[src/rtl/vdp_pace_pkg.sv]
package vdp_pace_pkg;

    typedef enum logic [1:0] {
        ACC_NONE = 2'd0,
        ACC_DATA = 2'd1,
        ACC_CTRL = 2'd2,
        ACC_OTHER = 2'd3
    } acc_kind_t;

    // cycles needed to cover a time in ns at a clock given in kHz, rounded up
    function automatic int ns_to_cyc(input int ns, input int khz);
        longint prod;
        prod = longint'(ns) * longint'(khz);
        return int'((prod + 64'd999999) / 64'd1000000);
    endfunction

    function automatic int max3(input int a, input int b, input int c);
        int m;
        m = (a > b) ? a : b;
        return (m > c) ? m : c;
    endfunction

endpackage

[src/rtl/vdp_pace_decode.sv]
module vdp_pace_decode
    import vdp_pace_pkg::*;
#(
    parameter int ADDR_W    = 8,
    parameter int DATA_ADDR = 1,
    parameter int CTRL_ADDR = 2
) (
    input  logic              io_wr,
    input  logic [ADDR_W-1:0] io_addr,
    output acc_kind_t         kind
);
    localparam logic [ADDR_W-1:0] DATA_A = ADDR_W'(DATA_ADDR);
    localparam logic [ADDR_W-1:0] CTRL_A = ADDR_W'(CTRL_ADDR);

    always_comb begin
        if (!io_wr)                kind = ACC_NONE;
        else if (io_addr == DATA_A) kind = ACC_DATA;
        else if (io_addr == CTRL_A) kind = ACC_CTRL;
        else                        kind = ACC_OTHER;
    end
endmodule

[src/rtl/vdp_pace_timer.sv]
module vdp_pace_timer #(
    parameter int CNT_MAX = 32,
    localparam int CNT_W = $clog2(CNT_MAX + 1)
) (
    input  logic             clk,
    input  logic             rst,
    input  logic             restart,
    output logic [CNT_W-1:0] cnt
);
    localparam logic [CNT_W-1:0] TOP = CNT_W'(CNT_MAX);

    // count of cycles since the last accepted data write, saturating;
    // reset loads the saturated value so nothing is pending
    always_ff @(posedge clk) begin
        if (rst)             cnt <= TOP;
        else if (restart)    cnt <= CNT_W'(1);
        else if (cnt != TOP) cnt <= cnt + CNT_W'(1);
    end
endmodule

[src/rtl/vdp_pace_gate.sv]
module vdp_pace_gate
    import vdp_pace_pkg::*;
#(
    parameter int FAST_CYC = 8,
    parameter int SLOW_CYC = 32,
    parameter int XFER_CYC = 12,
    parameter int CNT_W    = 6
) (
    input  logic             clk,
    input  logic             rst,
    input  acc_kind_t        kind,
    input  logic [CNT_W-1:0] cnt,
    input  logic             ph_blank,
    input  logic             ph_vblank,
    input  logic             ph_text,
    input  logic             bypass,
    output logic             wait_o,
    output logic             data_done
);
    localparam logic [CNT_W-1:0] FAST_T = CNT_W'(FAST_CYC);
    localparam logic [CNT_W-1:0] SLOW_T = CNT_W'(SLOW_CYC);
    localparam logic [CNT_W-1:0] XFER_T = CNT_W'(XFER_CYC);

    logic             served;
    logic             relaxed;
    logic [CNT_W-1:0] data_t;
    logic             hold;
    logic             accept;

    always_comb begin
        relaxed = ph_blank | ph_vblank | ph_text;
        data_t  = relaxed ? FAST_T : SLOW_T;
        unique case (kind)
            ACC_DATA: hold = (cnt < data_t);
            ACC_CTRL: hold = (cnt < XFER_T);
            default:  hold = 1'b0;
        endcase
        wait_o    = !bypass && !served && hold;
        accept    = (kind != ACC_NONE) && !served && !wait_o;
        data_done = accept && (kind == ACC_DATA);
    end

    // an accepted request is remembered until the strobe drops
    always_ff @(posedge clk) begin
        if (rst)                    served <= 1'b0;
        else if (kind == ACC_NONE)  served <= 1'b0;
        else if (accept)            served <= 1'b1;
    end
endmodule

[src/rtl/vdp_pace.sv]
module vdp_pace
    import vdp_pace_pkg::*;
#(
    parameter int ADDR_W    = 8,
    parameter int DATA_ADDR = 1,
    parameter int CTRL_ADDR = 2,
    parameter int CLK_KHZ   = 4000,
    parameter int FAST_NS   = 2000,
    parameter int SLOW_NS   = 8000,
    parameter int XFER_NS   = 3000
) (
    input  logic              clk,
    input  logic              rst,
    input  logic              io_wr,
    input  logic [ADDR_W-1:0] io_addr,
    input  logic              ph_blank,
    input  logic              ph_vblank,
    input  logic              ph_text,
    input  logic              bypass,
    output logic              wait_o
);
    localparam int FAST_CYC = ns_to_cyc(FAST_NS, CLK_KHZ);
    localparam int SLOW_CYC = ns_to_cyc(SLOW_NS, CLK_KHZ);
    localparam int XFER_CYC = ns_to_cyc(XFER_NS, CLK_KHZ);
    localparam int CNT_MAX  = max3(FAST_CYC, SLOW_CYC, XFER_CYC);
    localparam int CNT_W    = $clog2(CNT_MAX + 1);

    acc_kind_t        kind;
    logic [CNT_W-1:0] cnt;
    logic             data_done;

    vdp_pace_decode #(
        .ADDR_W(ADDR_W), .DATA_ADDR(DATA_ADDR), .CTRL_ADDR(CTRL_ADDR)
    ) u_decode (
        .io_wr(io_wr), .io_addr(io_addr), .kind(kind)
    );

    vdp_pace_timer #(.CNT_MAX(CNT_MAX)) u_timer (
        .clk(clk), .rst(rst), .restart(data_done), .cnt(cnt)
    );

    vdp_pace_gate #(
        .FAST_CYC(FAST_CYC), .SLOW_CYC(SLOW_CYC),
        .XFER_CYC(XFER_CYC), .CNT_W(CNT_W)
    ) u_gate (
        .clk(clk), .rst(rst), .kind(kind), .cnt(cnt),
        .ph_blank(ph_blank), .ph_vblank(ph_vblank), .ph_text(ph_text),
        .bypass(bypass), .wait_o(wait_o), .data_done(data_done)
    );
endmodule

[config.mk]
export PLATFORM = sky130hd
export DESIGN_NAME = vdp_pace
export DESIGN_NICKNAME = d
export VERILOG_FILES = /design/src/rtl/vdp_pace_pkg.sv /design/src/rtl/vdp_pace_decode.sv /design/src/rtl/vdp_pace_timer.sv /design/src/rtl/vdp_pace_gate.sv /design/src/rtl/vdp_pace.sv
export SDC_FILE = /design/constraint.sdc
export NUM_CORES = 1
export LEC_CHECK = 0
export BUFFER_PORTS_ARGS = -buffer_cell sky130_fd_sc_hd__buf_2
export CORE_AREA = 2 2 42 44
export CTS_CLUSTER_SIZE = 24
export DETAILED_ROUTE_END_ITERATION = 7
export DIE_AREA = 0 0 44 46
export SKIP_LAST_GASP = 1
export SLEW_MARGIN = 10
export SYNTH_ARGS = -nofsm -noshare
export SYNTH_HDL_FRONTEND = slang
export SYNTH_HIERARCHICAL = 1
export SYNTH_SLANG_ARGS = --single-unit
[constraint.sdc]
create_clock -name clk -period 2.8 [get_ports clk]
set_clock_uncertainty 0.15 [all_clocks]
set_input_delay 0.28 -clock clk [delete_from_list [all_inputs] [get_ports clk]]
set_output_delay 0.28 -clock clk [all_outputs]
set_load 0.1 [all_outputs]
# After elaboration in Yosys (flattened, before gate mapping)

Cells that the tools add are included.

Muxes and demuxes: 7
Add/subtract/negate cells: 1
Order comparisons: 2
Equality and inequality tests: 5
Reduce and logical (&&, ||, !) cells: 13
Bitwise logic cells: 2

Operator list:

| cell                                                                  | count |
|---|---|
| 6-bit two-way mux                                                     | 3 |
| 8-bit by 1-bit == test with 1-bit output (second input constant)      | 1 |
| 8-bit by 2-bit == test with 1-bit output (second input constant)      | 1 |
| 6-bit by 1-bit adder with 6-bit output (second input constant)        | 1 |
| 6-bit by 4-bit < comparator with 1-bit output (second input constant) | 1 |
| 6-bit < comparator                                                    | 1 |
| 6-bit != test (second input constant)                                 | 1 |
| 1-bit logical AND                                                     | 5 |
| 2-bit two-way mux                                                     | 2 |
| 2-bit nonzero test                                                    | 2 |
| 2-bit OR reduction                                                    | 2 |
| 1-bit logical NOT                                                     | 3 |
| 2-bit by 1-bit == test with 1-bit output (second input constant)      | 1 |
| 2-bit == test (second input constant)                                 | 1 |
| 2-bit logical NOT                                                     | 1 |
| 1-bit OR                                                              | 2 |
| 1-bit case mux with 2 select lines                                    | 1 |
| 1-bit two-way mux                                                     | 1 |

Logic and storage cells: 33
Input port bits: 15
Register bits: 7

# Depth between registers and ports, before layout

Gate-level depths: netlist (run 1).

Depth in word-level cells: 11
Mapped depth: 10
Depth with buffers taken out: 10

# Hierarchy

Netlist (run 1), hierarchy kept.

By module, submodules not included:

| module          | cells each | instances | area each (µm²) | sequential area each (µm²) |
|---|---|---|---|---|
| vdp_pace_timer  | 36         | 1         | 309.0           | 120.1 |
| vdp_pace_gate   | 19         | 1         | 177.7           | 20.0 |
| vdp_pace_decode | 5          | 1         | 45.0            | 0.0 |

# Worst setup path before layout (run 1)

No wires, ideal clock.

Path kind: input-to-output
From: input io_addr[1]
To: output wait_o
Data required time: 2.370 ns
Arrival: 2.100 ns
Setup slack: 0.270 ns
Buffers on the path: 0
Stages on the path: 7
Cells stage by stage: nor4b_1 > a21boi_1 > inv_1 > ha_1 > nand4bb_1 > nor4b_2 > or2_1

Cells in the longest elaborated chain, start to end: 7
Elaborated cells between the ends (all ways): 9
Classes of those cells: eq/ne (4); mux (4); reduce/logical (1)

Ends and longest elaborated chain:

| item                                                                             | RTL line              | RTL |
|---|---|---|
| from (decl)                                                                      | vdp_pace.sv:15        | `input logic [ADDR_W-1:0] io_addr,` |
| 8-bit by 2-bit == test with 1-bit output                                         | vdp_pace_decode.sv:18 | `else if (io_addr == CTRL_A) kind = ACC_CTRL;` |
| 1-bit two-way mux                                                                | vdp_pace_decode.sv:18 |  |
| 2-bit two-way mux *                                                              | vdp_pace_decode.sv:17 | `else if (io_addr == DATA_A) kind = ACC_DATA;` |
| 2-bit two-way mux *                                                              | vdp_pace_decode.sv:16 | `if (!io_wr) kind = ACC_NONE;` |
| net kind[0]                                                                      | vdp_pace.sv:28        | `acc_kind_t kind;` |
| 2-bit == test / 2-bit by 1-bit == test with 1-bit output (equally long branches) | vdp_pace_gate.sv:33   | `unique case (kind)` |
| 1-bit case mux with 2 select lines *                                             | vdp_pace_gate.sv:33   |  |
| 1-bit logical AND *                                                              | vdp_pace_gate.sv:38   | `wait_o = !bypass && !served && hold;` |
| to (decl)                                                                        | vdp_pace.sv:20        | `output logic wait_o` |

Mark *: on every way through the listed nets, which the timed path passes. The rest lies on a longest branch.

# Worst setup path after layout (run 1)

From: input io_addr[1]
To: register u_timer.cnt[0]

Cells in the longest elaborated chain, start to end: 11
Elaborated cells between the ends (all ways): 16
Classes of those cells: eq/ne (4); mux (5); reduce/logical (7)

Ends and longest elaborated chain:

| item                                                                             | RTL line                                 | RTL |
|---|---|---|
| 8-bit by 2-bit == test with 1-bit output                                         | vdp_pace_decode.sv:18                    |  |
| 1-bit two-way mux                                                                | vdp_pace_decode.sv:18                    |  |
| 2-bit two-way mux *                                                              | vdp_pace_decode.sv:17                    |  |
| 2-bit two-way mux *                                                              | vdp_pace_decode.sv:16                    |  |
| net kind[0]                                                                      | vdp_pace.sv:28                           |  |
| 2-bit == test / 2-bit by 1-bit == test with 1-bit output (equally long branches) | vdp_pace_gate.sv:33, vdp_pace_gate.sv:40 |  |
| 1-bit case mux with 2 select lines                                               | vdp_pace_gate.sv:33                      |  |
| 1-bit logical AND                                                                | vdp_pace_gate.sv:38                      |  |
| 1-bit logical NOT                                                                | vdp_pace_gate.sv:39                      | `accept = (kind != ACC_NONE) && !served && !wait_o;` |
| 1-bit logical AND                                                                | vdp_pace_gate.sv:39                      |  |
| 1-bit logical AND *                                                              | vdp_pace_gate.sv:40                      | `data_done = accept && (kind == ACC_DATA);` |
| net data_done                                                                    | vdp_pace.sv:30                           | `logic data_done;` |
| 6-bit two-way mux / 2-bit nonzero test (equally long branches)                   | -                                        |  |
| to (signal assigned)                                                             | vdp_pace_timer.sv:17                     | `else if (cnt != TOP) cnt <= cnt + CNT_W'(1);` |
| to (decl)                                                                        | vdp_pace_timer.sv:8                      | `output logic [CNT_W-1:0] cnt` |

Marked as above.
A chain may end at the register's enable or synchronous reset.

==> results of run 1 <==
[worst max path at each step]
stage	slack (ps)	startpoint	depth (start not counted)	to
after floorplan	270	io_addr[1]	7	wait_o
after global placement	20	io_addr[5]	10	u_timer/cnt[0]
after detailed placement	-90	io_addr[5]	10	u_timer/cnt[0]
after CTS	170	io_addr[5]	10	u_timer/cnt[0]
after global routing	140	io_addr[0]	10	u_timer/cnt[0]
final	380	io_addr[1]	10	u_timer/cnt[0]
[metal layers]
layer  wire length [µm]  GRT usage [%]  vias to the layer above  part of all wire, %
met2                553           19.7                       16                   47
met3                 69           2.38                        0                  5.9
met5                  0              0                        -                    0
met1                545           15.6                      227                   47
met4                  0           9.09                        0                    0
li1                   -              -                      258                    -
[flip-flops by register name, summed over array words and instances (netlist names)]
signal / count
u_gate/served: 1
u_timer/cnt: 6
[where the power goes]
group / internal (mW) / total [mW] / switching (mW)
Combinational: 0.0376 / 0.0748 / 0.0372
Clock: 0.0545 / 0.0928 / 0.0384
Sequential: 0.109 / 0.119 / 0.0102
Total: 0.201 / 0.287 / 0.0857
[synth_stat cells (2+ instances only)]
cell type	number
nand3_1	3
or4_1	2
nor4_1	2
nor4b_2	2
xor2_1	2
a21boi_1	2
inv_1	4
o21ai_0	2
dfxtp_1	7
nor4b_1	3
nand2_1	5
nor2_1	4
ha_1	6
a21oi_1	2
[cell families (layout without fill, tap and decap cells)]
group / count (synthesis) / after routing / synth area share [%]
buffers and inverters: 4 / 23 / 2.82
xor gates and xnor gates: 3 / 3 / 4.94
AOI/OAI and AO/OA: 8 / 8 / 9.41
DFF: 7 / 7 / 26.4
and+or+nand+nor: 32 / 32 / 42.4
adders and majority gates: 6 / 6 / 14.1
[what timing repair did]
item                                    4_1_cts  5_1_grt
buffers inserted                              0        0
endpoints found under the setup margin        0        6
resized for setup                             0        1
endpoints found under the hold margin         0        0
[stage by stage]
step	TNS, ps	setup WS, ps
floorplan	0	270
global placement	0	17.3
detailed placement	-213	-90.3
CTS	0	171
global route	0	142
finish	0	384
[final cells by class]
class	count	share of cell area, %
inverters	4	2.22
multi-input cells	49	56.7
well taps	17	3.15
clock buffers	4	3.89
flip-flops and latches	7	20.7
repair buffers	15	13.3
==> impl_results.md, run 1 <==
* Grt total ovfl at 0
* Final Util at 41.9%
* P&R area growth vs syn at 27.1%
* Slew Viols, Final at 0
* Synth warn at 6
* Post-Syn Area at 532 µm²
* Non-Filler Instances at 96
* Setup violations, final at 0
* Hold Path End: u_gate/served
* Ratio of cells with drive above 1 in the final layout at 30.4%
* Crit-path leading delay family: simple AND/OR/NAND/NOR gates
* CTS sink cnt at 7
* Syn_area_per_cell at a little under 9 µm²
* Multi-input logic area at between 300 and 400 µm²
* Slowest stage cell, crit path: or4_1
* DR WL/cell at between 10 and 15 µm
* Clock Latency Late Sink at 250 ps
* Reg area at between 100 and 150 µm²
* Syn Inst Count at 60
* Critical path startpoint category: primary input
* TritonCTS Buffers at 3
* CP Max Fanout at 5
* DRT Wirelength at ~1200 µm
* Pwr Total at 287 µW
* Cell accounting for the most synthesized area: dfxtp_1
* Clk buf depth at 2
* Hold Path Depth at 2
* Critical Setup Path Class: primary input to flip-flop
* Fill count at around 170
* Final Cycle Share at approximately 86%
* GR Util All Layers at 12.7%
* Antenna Nets Post-Route at 0
* Post-Synthesis Net Count at 81
* H-Tree Depth at 1
* Critical Path RT at 2800 ps
* Synth top area cells: dfxtp_1, ha_1, nor4b_2, nor4b_1, nand2_1
* Reg-to-reg critical path startpoint: u_timer/cnt[5]
* EDFF count, synth at 0
* FMAX at between 400 and 500 MHz
* Largest net degree at the start of global routing at 7
* DP Area at about 640 µm²
* Max Cap Viol at 0
* Ys flop type: dfxtp_1
* Final RePlAce weighted congestion at roughly 0.73
* Status: completed
* Dpl cells at 92
* Area share of the largest cell type after synthesis at between 20% and 30%
* Netlist cell types at 28
* CTS tree: built
* Tmin final at between 2000 and 2500 ps
* P per Cell Area at between 400 and 500 nW/µm²
* Hold Path Origin: rst
* Critical path arrival at about 2400 ps
* Slew @ Worst Pin at 518 ps
* Worst r2r dst: u_timer/cnt[0]
* Synth async-reset ratio at 0%
* Vias per std cell at ~5.2
* RSZ-0062 raised after global routing: false
* Clock root buffer master: clkbuf_4
* Antenna violations before repair at 0
* Worst Path Buf+Inv at 2
* Fin area at a little under 700 µm²
* Row Count at 15
* I/O pins at 16
* Leak at between 0.2 and 0.3 nW
* Initial Utilization at 32.9%
* Most frequent cells in the layout: buf_2, dfxtp_1, ha_1
* Commonest non-fill, non-tap cell in the layout: buf_2
* I/O Buffers at 15
* Vias in the first global route at between 400 and 500
* R2R cell count at 6
* Die Ht at approximately 46 µm
* Core area at 1610 µm²
* Crit-path max cell delay at 510 ps
* Drt drc at 0
* Nets at approximately 100
* Cells along the critical path: buf_2 > nor4b_1 > a21boi_1 > inv_1 > ha_1 > nand4bb_1 > nor4b_2 > nor4_2 > or4_1 > and3_1
* Vias at around 500
* Worst hold slack at between 100 and 150 ps
* Post-cts hold buffer count at 0
* HPWL Detailed at roughly 920 µm
* Initial DRC count at 3
* Hold WC Path Type: primary input to flip-flop
* Slew headroom at 65.2%
* Die width at between 40 and 50 µm
* Fin. Hold Viols at 0
* Die area at slightly above 2000 µm²
* Max VDD drop at 0.244 mV
* Synth Register Bits at 7
* Global-route wire length before repair at around 1800 µm
* Worst R2R Setup Slack at 560 ps
* Clock slew at reported path FFs at 50 ps
* DR pass1 iterations at 4
* Sequential fraction of the synthesis area at 26.4%
* CP endpoint kind: flip-flop
* ANT cells at 0
(Power assumes the default switching activity.)
==> run 2, diff against run 1 <==
- CTS_BUF_LIST: unset -> sky130_fd_sc_hd__clkbuf_4 sky130_fd_sc_hd__clkbuf_8
==> run 2 against run 1 <==
Net effect:
- clock power is 9.9% higher
- sequential share of layout area down 0.11 points
- highest routed layer unchanged
- die area is the same
- fmax about the same
- routed wire length decreased by 1.5%
- sequential cell count unchanged
==> impl_results.md, run 2 (synthesis results as in run 1) <==
* CTS sink cnt at 7 (unchanged)
* Clock slew at reported path FFs at 50 ps (about the same)
* I/O Buffers at 15 (unchanged)
* Antenna violations before repair at 0 (unchanged)
* H-Tree Depth at 1 (unchanged)
* Slew headroom at 65.3% (+0.12 points)
* Row Count at 15 (unchanged)
* Slew @ Worst Pin at 517 ps (-1.71 ps)
* CP Max Fanout at 5 (unchanged)
* Max reg flops at 6 (unchanged)
* Worst Path Buf+Inv at 2 (unchanged)
* Fill count at 171 (-0.58%)
* DR pass1 iterations at 4 (unchanged)
* Grt total ovfl at 0 (unchanged)
* P&R area growth vs syn at 27.8%
* Post-cts hold buffer count at 0 (unchanged)
* FMAX at 414 MHz (about the same)
* Slew Viols, Final at 0 (unchanged)
* P per Cell Area at 436 nW/µm² (+2.7%)
* Clock Latency Late Sink at 250 ps (about the same)
* Max VDD drop at 0.244 mV (about the same)
* Regs by FF count: u_timer/cnt (6), u_gate/served (1)
* Hold WC Path Type: primary input to flip-flop
* Vias in the first global route at 446 (-0.67%)
* Crit-path max cell delay at 510 ps (about the same)
* Critical path arrival at 2410 ps (about the same)
* Global-route wire length before repair at 1790 µm (-0.72%)
* Drt drc at 0 (unchanged)
* Worst path depth at 10 (unchanged)
* Vias per std cell at 5.25 (+0.60%)
* RSZ-0062 raised after global routing: false
* Hold Path Depth at 2 (unchanged)
* Status: completed
* Final Cycle Share at 86.4% (about the same)
* CTS tree: built
* Largest net degree at the start of global routing at 7 (unchanged)
* Antenna Nets Post-Route at 0 (unchanged)
* Critical Setup Path Class: primary input to flip-flop
* Die Ht at 46 µm (unchanged)
* Crit-path leading delay family: simple AND/OR/NAND/NOR gates
* Initial DRC count at 5 (+2)
* DP Area at 643 µm² (unchanged)
* Fin area at 679 µm² (+0.56%)
* Cells along the critical path: buf_2 > nor4b_1 > a21boi_1 > inv_1 > ha_1 > nand4bb_1 > nor4b_2 > nor4_2 > or4_1 > and3_1
* Setup violations, final at 0 (unchanged)
* Ratio of cells with drive above 1 in the final layout at 31.6% (+1.3 points)
* Tmin final at 2420 ps (+1.66 ps)
* Worst hold slack at 123 ps (+1.92 ps)
* DRT Wirelength at 1150 µm (-1.5%)
* Vias at 504 (+0.60%)
* ANT cells at 0 (unchanged)
* Pwr Total at 296 µW (+3.2%)
* Slowest stage cell, crit path: or4_1
* TritonCTS Buffers at 3 (unchanged)
* I/O pins at 16 (unchanged)
* Final Util at 42.1% (+0.23 points)
* CP endpoint kind: flip-flop
* Critical Path RT at 2800 ps (about the same)
* Die area at 2020 µm² (unchanged)
* Final RePlAce weighted congestion at 0.730 (unchanged)
* Fin worst setup slack at 382 ps (-1.66 ps)
* Max Cap Viol at 0 (unchanged)
* Reg with most FFs: u_timer/cnt
* Critical path startpoint category: primary input
* Die width at 44 µm (unchanged)
* R2R cell count at 6 (unchanged)
* HPWL Detailed at 921 µm (unchanged)
* GR Util All Layers at 12.6% (-0.082 points)
* Fin. Hold Viols at 0 (unchanged)
* Core area at 1610 µm² (unchanged)
* Clk buf depth at 2 (unchanged)
* Commonest non-fill, non-tap cell in the layout: buf_2
* Initial Utilization at 32.9% (unchanged)
* DR WL/cell at 12.0 µm (-1.5%)
* Leak at 0.287 nW (+1.2%)
* Clock root buffer master: clkbuf_4
* Most frequent cells in the layout: buf_2, dfxtp_1, ha_1
* Dpl ws at -90.3 ps (unchanged)
* Nets at 101 (unchanged)
## run 2: cell count changes in the layout (fill, tap and decap cells not counted)
cell and change:
clkbuf_4 +1, clkbuf_1 -1
## run 2: worst paths after layout
check / from / endpoint / slack, ps
worst max-delay path: io_addr[1] / u_timer/cnt[0] / 380
worst min-delay path: rst / u_gate/served / 120
worst max register to register: u_timer/cnt[5] / u_timer/cnt[0] / 560
worst min register to register: u_timer/cnt[1] / u_timer/cnt[1] / 340
## run 2: layout make-up
type                    instances  area, µm²  share of cell area, %
multi-input cells              49        383                   56.4
flip-flops and latches          7        140                   20.6
repair buffers                 15       90.1                   13.3
clock buffers                   4       30.0                   4.42
well taps                      17       21.3                   3.13
inverters                       4       15.0                   2.21
## run 2: through the flow
| step | instances | setup TNS [ps] |
|---|---|---|
| floorplan | 60 | 0 |
| global placement | 92 | 0 |
| detailed placement | 92 | -213 |
| CTS | 96 | 0 |
| global route | 96 | 0 |
| finish | 96 | 0 |
## run 2: metal layers
metal	global-route usage, %	part of all wire (%)	vias to the layer above
met5	0	0	-
met2	19.7	48	14
met1	15.4	46	231
li1	-	-	259
met3	2.38	6.0	0
met4	9.09	0	0
## run 2: timing repair
item / in CTS / in global routing
setup buffers: 0 / 0
endpoints found under the setup margin: 0 / 6
resized for setup: 0 / 1
## run 2: power by group
group	total [mW]	switching [mW]	leakage (nW)	internal [mW]
registers	0.119	0.00998	0.0571	0.109
clock network	0.102	0.0381	0.0184	0.0641
logic	0.0749	0.0372	0.211	0.0377
total	0.296	0.0853	0.287	0.211
==> run 3, diff against run 2 <==
- CELL_PAD_IN_SITES_DETAIL_PLACEMENT: unset -> 1
- CELL_PAD_IN_SITES_GLOBAL_PLACEMENT: unset -> 1
- CORE_AREA: 2 2 42 44 -> 2 2 41 46
- DIE_AREA: 0 0 44 46 -> 0 0 43 48
- PLACE_DENSITY_LB_ADDON: unset -> 0.1
==> run 3 against run 2 <==
Net effect:
- critical path depth decreased by 1
- sequential cell count unchanged
- routed wire length increased by 13%
- via count increased by 2.4%
- core utilization increased by 1.0 points
- register-to-register slack improved by 30 ps
- total power increased by 0.58%
- critical endpoint is now wait_o
==> impl_results.md, run 3 (synthesis results as in run 1) <==
* DP Area at 643 µm² (unchanged)
* Post-CTS Setup Bufs at 0 (unchanged)
* Internal power at 211 µW (about the same)
* TritonCTS Buffers at 3 (unchanged)
* DRT Wirelength at 1300 µm (+13%)
* Row Count at 15 (unchanged)
* Antenna violations before repair at 0 (unchanged)
* Worst hold slack at 128 ps (+5.18 ps)
* DR WL/cell at 13.6 µm (+13%)
* Grt total ovfl at 0 (unchanged)
* Most frequent cells in the layout: buf_2, dfxtp_1, ha_1
* Critical path arrival at 1990 ps (-420 ps)
* Clk buf depth at 2 (unchanged)
* Final Util at 43.1% (+1.0 points)
* Clock Latency Late Sink at 260 ps (about the same)
* P_sw at 86.8 µW (+1.8%)
* Final Cycle Share at 86.6% (+0.21 points)
* Post-cts hold buffer count at 0 (unchanged)
* Fin worst setup slack at 376 ps (-5.93 ps)
* Final RePlAce weighted congestion at 0.706 (-3.3%)
* Clock slew at reported path FFs at 50 ps (about the same)
* Switching Share at 29.2% (+0.34 points)
* ANT cells at 0 (unchanged)
* Leak at 0.287 nW (unchanged)
* Clock root buffer master: clkbuf_4
* CP endpoint kind: primary output
* Max Cap Viol at 0 (unchanged)
* Max VDD drop at 0.240 mV (-1.5%)
* Vias at 516 (+2.4%)
* Largest net degree at the start of global routing at 7 (unchanged)
* Critical Path RT at 2370 ps (-430 ps)
* Drt drc at 0 (unchanged)
* DR pass1 iterations at 3 (-1)
* CTS sink cnt at 7 (unchanged)
* Global-route wire length before repair at 2180 µm (+22%)
* P per Cell Area at 438 nW/µm² (+0.58%)
* Comb power frac at 25.1% (-0.2 points)
* Core area at 1580 µm² (-2.3%)
* Ratio of cells with drive above 1 in the final layout at 31.6% (unchanged)
* CP Max Fanout at 3 (-2)
* RSZ-0062 raised after global routing: false
* Hold WC Path Type: primary input to flip-flop
* Tmin final at 2420 ps (+5.93 ps)
* Slew @ Worst Pin at 489 ps (-27.4 ps)
* Fin. Hold Viols at 0 (unchanged)
* Slew Viols, Final at 0 (unchanged)
* Die width at 43 µm (-2.3%)
* Vias per std cell at 5.38 (+2.4%)
* I/O pins at 16 (unchanged)
* Slew headroom at 67.1% (+1.8 points)
* FMAX at 413 MHz (-0.24%)
* Die Ht at 48 µm (+4.3%)
* Antenna Nets Post-Route at 0 (unchanged)
* Dpl cells at 92 (unchanged)
* HPWL Detailed at 1030 µm (+12%)
* Fin area at 679 µm² (unchanged)
* Initial DRC count at 2 (-3)
* Initial Utilization at 33.7% (+0.78 points)
* P&R area growth vs syn at 27.8% (unchanged)
* Setup tns final at 0 ps (unchanged)
* Critical path startpoint category: primary input
* Post-CTS Resized at 0 (unchanged)
* Regs by FF count: u_timer/cnt (6), u_gate/served (1)
* Critical Setup Path Class: primary input to primary output
* I/O Buffers at 15 (unchanged)
* Clk pwr share at 35.0% (+0.4 points)
* Fill count at 202 (+18%)
* Nets at 101 (unchanged)
* GR Util All Layers at 14.7% (+2.2 points)
* Setup violations, final at 0 (unchanged)
* Status: completed
* Commonest non-fill, non-tap cell in the layout: buf_2
* Pwr Total at 298 µW (+0.58%)
* Non-Filler Instances at 96 (unchanged)
* CTS tree: built
* Reg with most FFs: u_timer/cnt
* Dpl ws at -87.1 ps (+3.23 ps)
* Sequential power share at 39.9% (-0.3 points)
* Die area at 2060 µm² (+2.0%)
* Max reg flops at 6 (unchanged)
* H-Tree Depth at 1 (unchanged)
* Vias in the first global route at 511 (+15%)
==> run 3: cell counts in the layout (fill, tap and decap cells not counted) <==
Identical to the previous run, type by type.
==> run 3: metal layers <==
metal / vias up / GRT usage, % / wire [µm]
met2: 8 / 26.4 / 688
met4: 0 / 10.9 / 12
li1: 259 / - / -
met3: 2 / 1.13 / 50
met5: - / 0 / 0
met1: 247 / 17.0 / 551
==> run 3: layout make-up <==
type | instances | area (µm²) | area share [%]
well taps | 17 | 21.3 | 3.13
multi-input cells | 49 | 383 | 56.4
repair buffers | 15 | 90.1 | 13.3
inverters | 4 | 15.0 | 2.21
flip-flops and latches | 7 | 140 | 20.6
clock buffers | 4 | 30.0 | 4.42
==> run 3: final timing paths <==
path                            cells after the start           start             end  slack (ps)
worst max-delay path                                9      io_addr[1]          wait_o         380
worst min-delay path                                2             rst   u_gate/served         130
worst max register to register                      6  u_timer/cnt[5]  u_timer/cnt[0]         590
worst min register to register                      2  u_timer/cnt[1]  u_timer/cnt[1]         350
==> run 3: critical path, cell delays in order <==
cell and delay, ps:
buf_2 100, nor4b_1 130, a21boi_1 190, inv_1 90, ha_1 290, nand4bb_1 130
nor4b_2 390, or2_1 200, buf_12 180
==> run 3: power groups by stage <==
stage	Clock [mW]	Combinational, mW	Sequential [mW]
3_5_place_dp	0	0.0747	0.121
2_1_floorplan	0	0.0514	0.118
6_report	0.104	0.0747	0.119
3_3_place_gp	0	0.0737	0.121
5_1_grt	0.115	0.0902	0.120
4_1_cts	0.110	0.0755	0.119
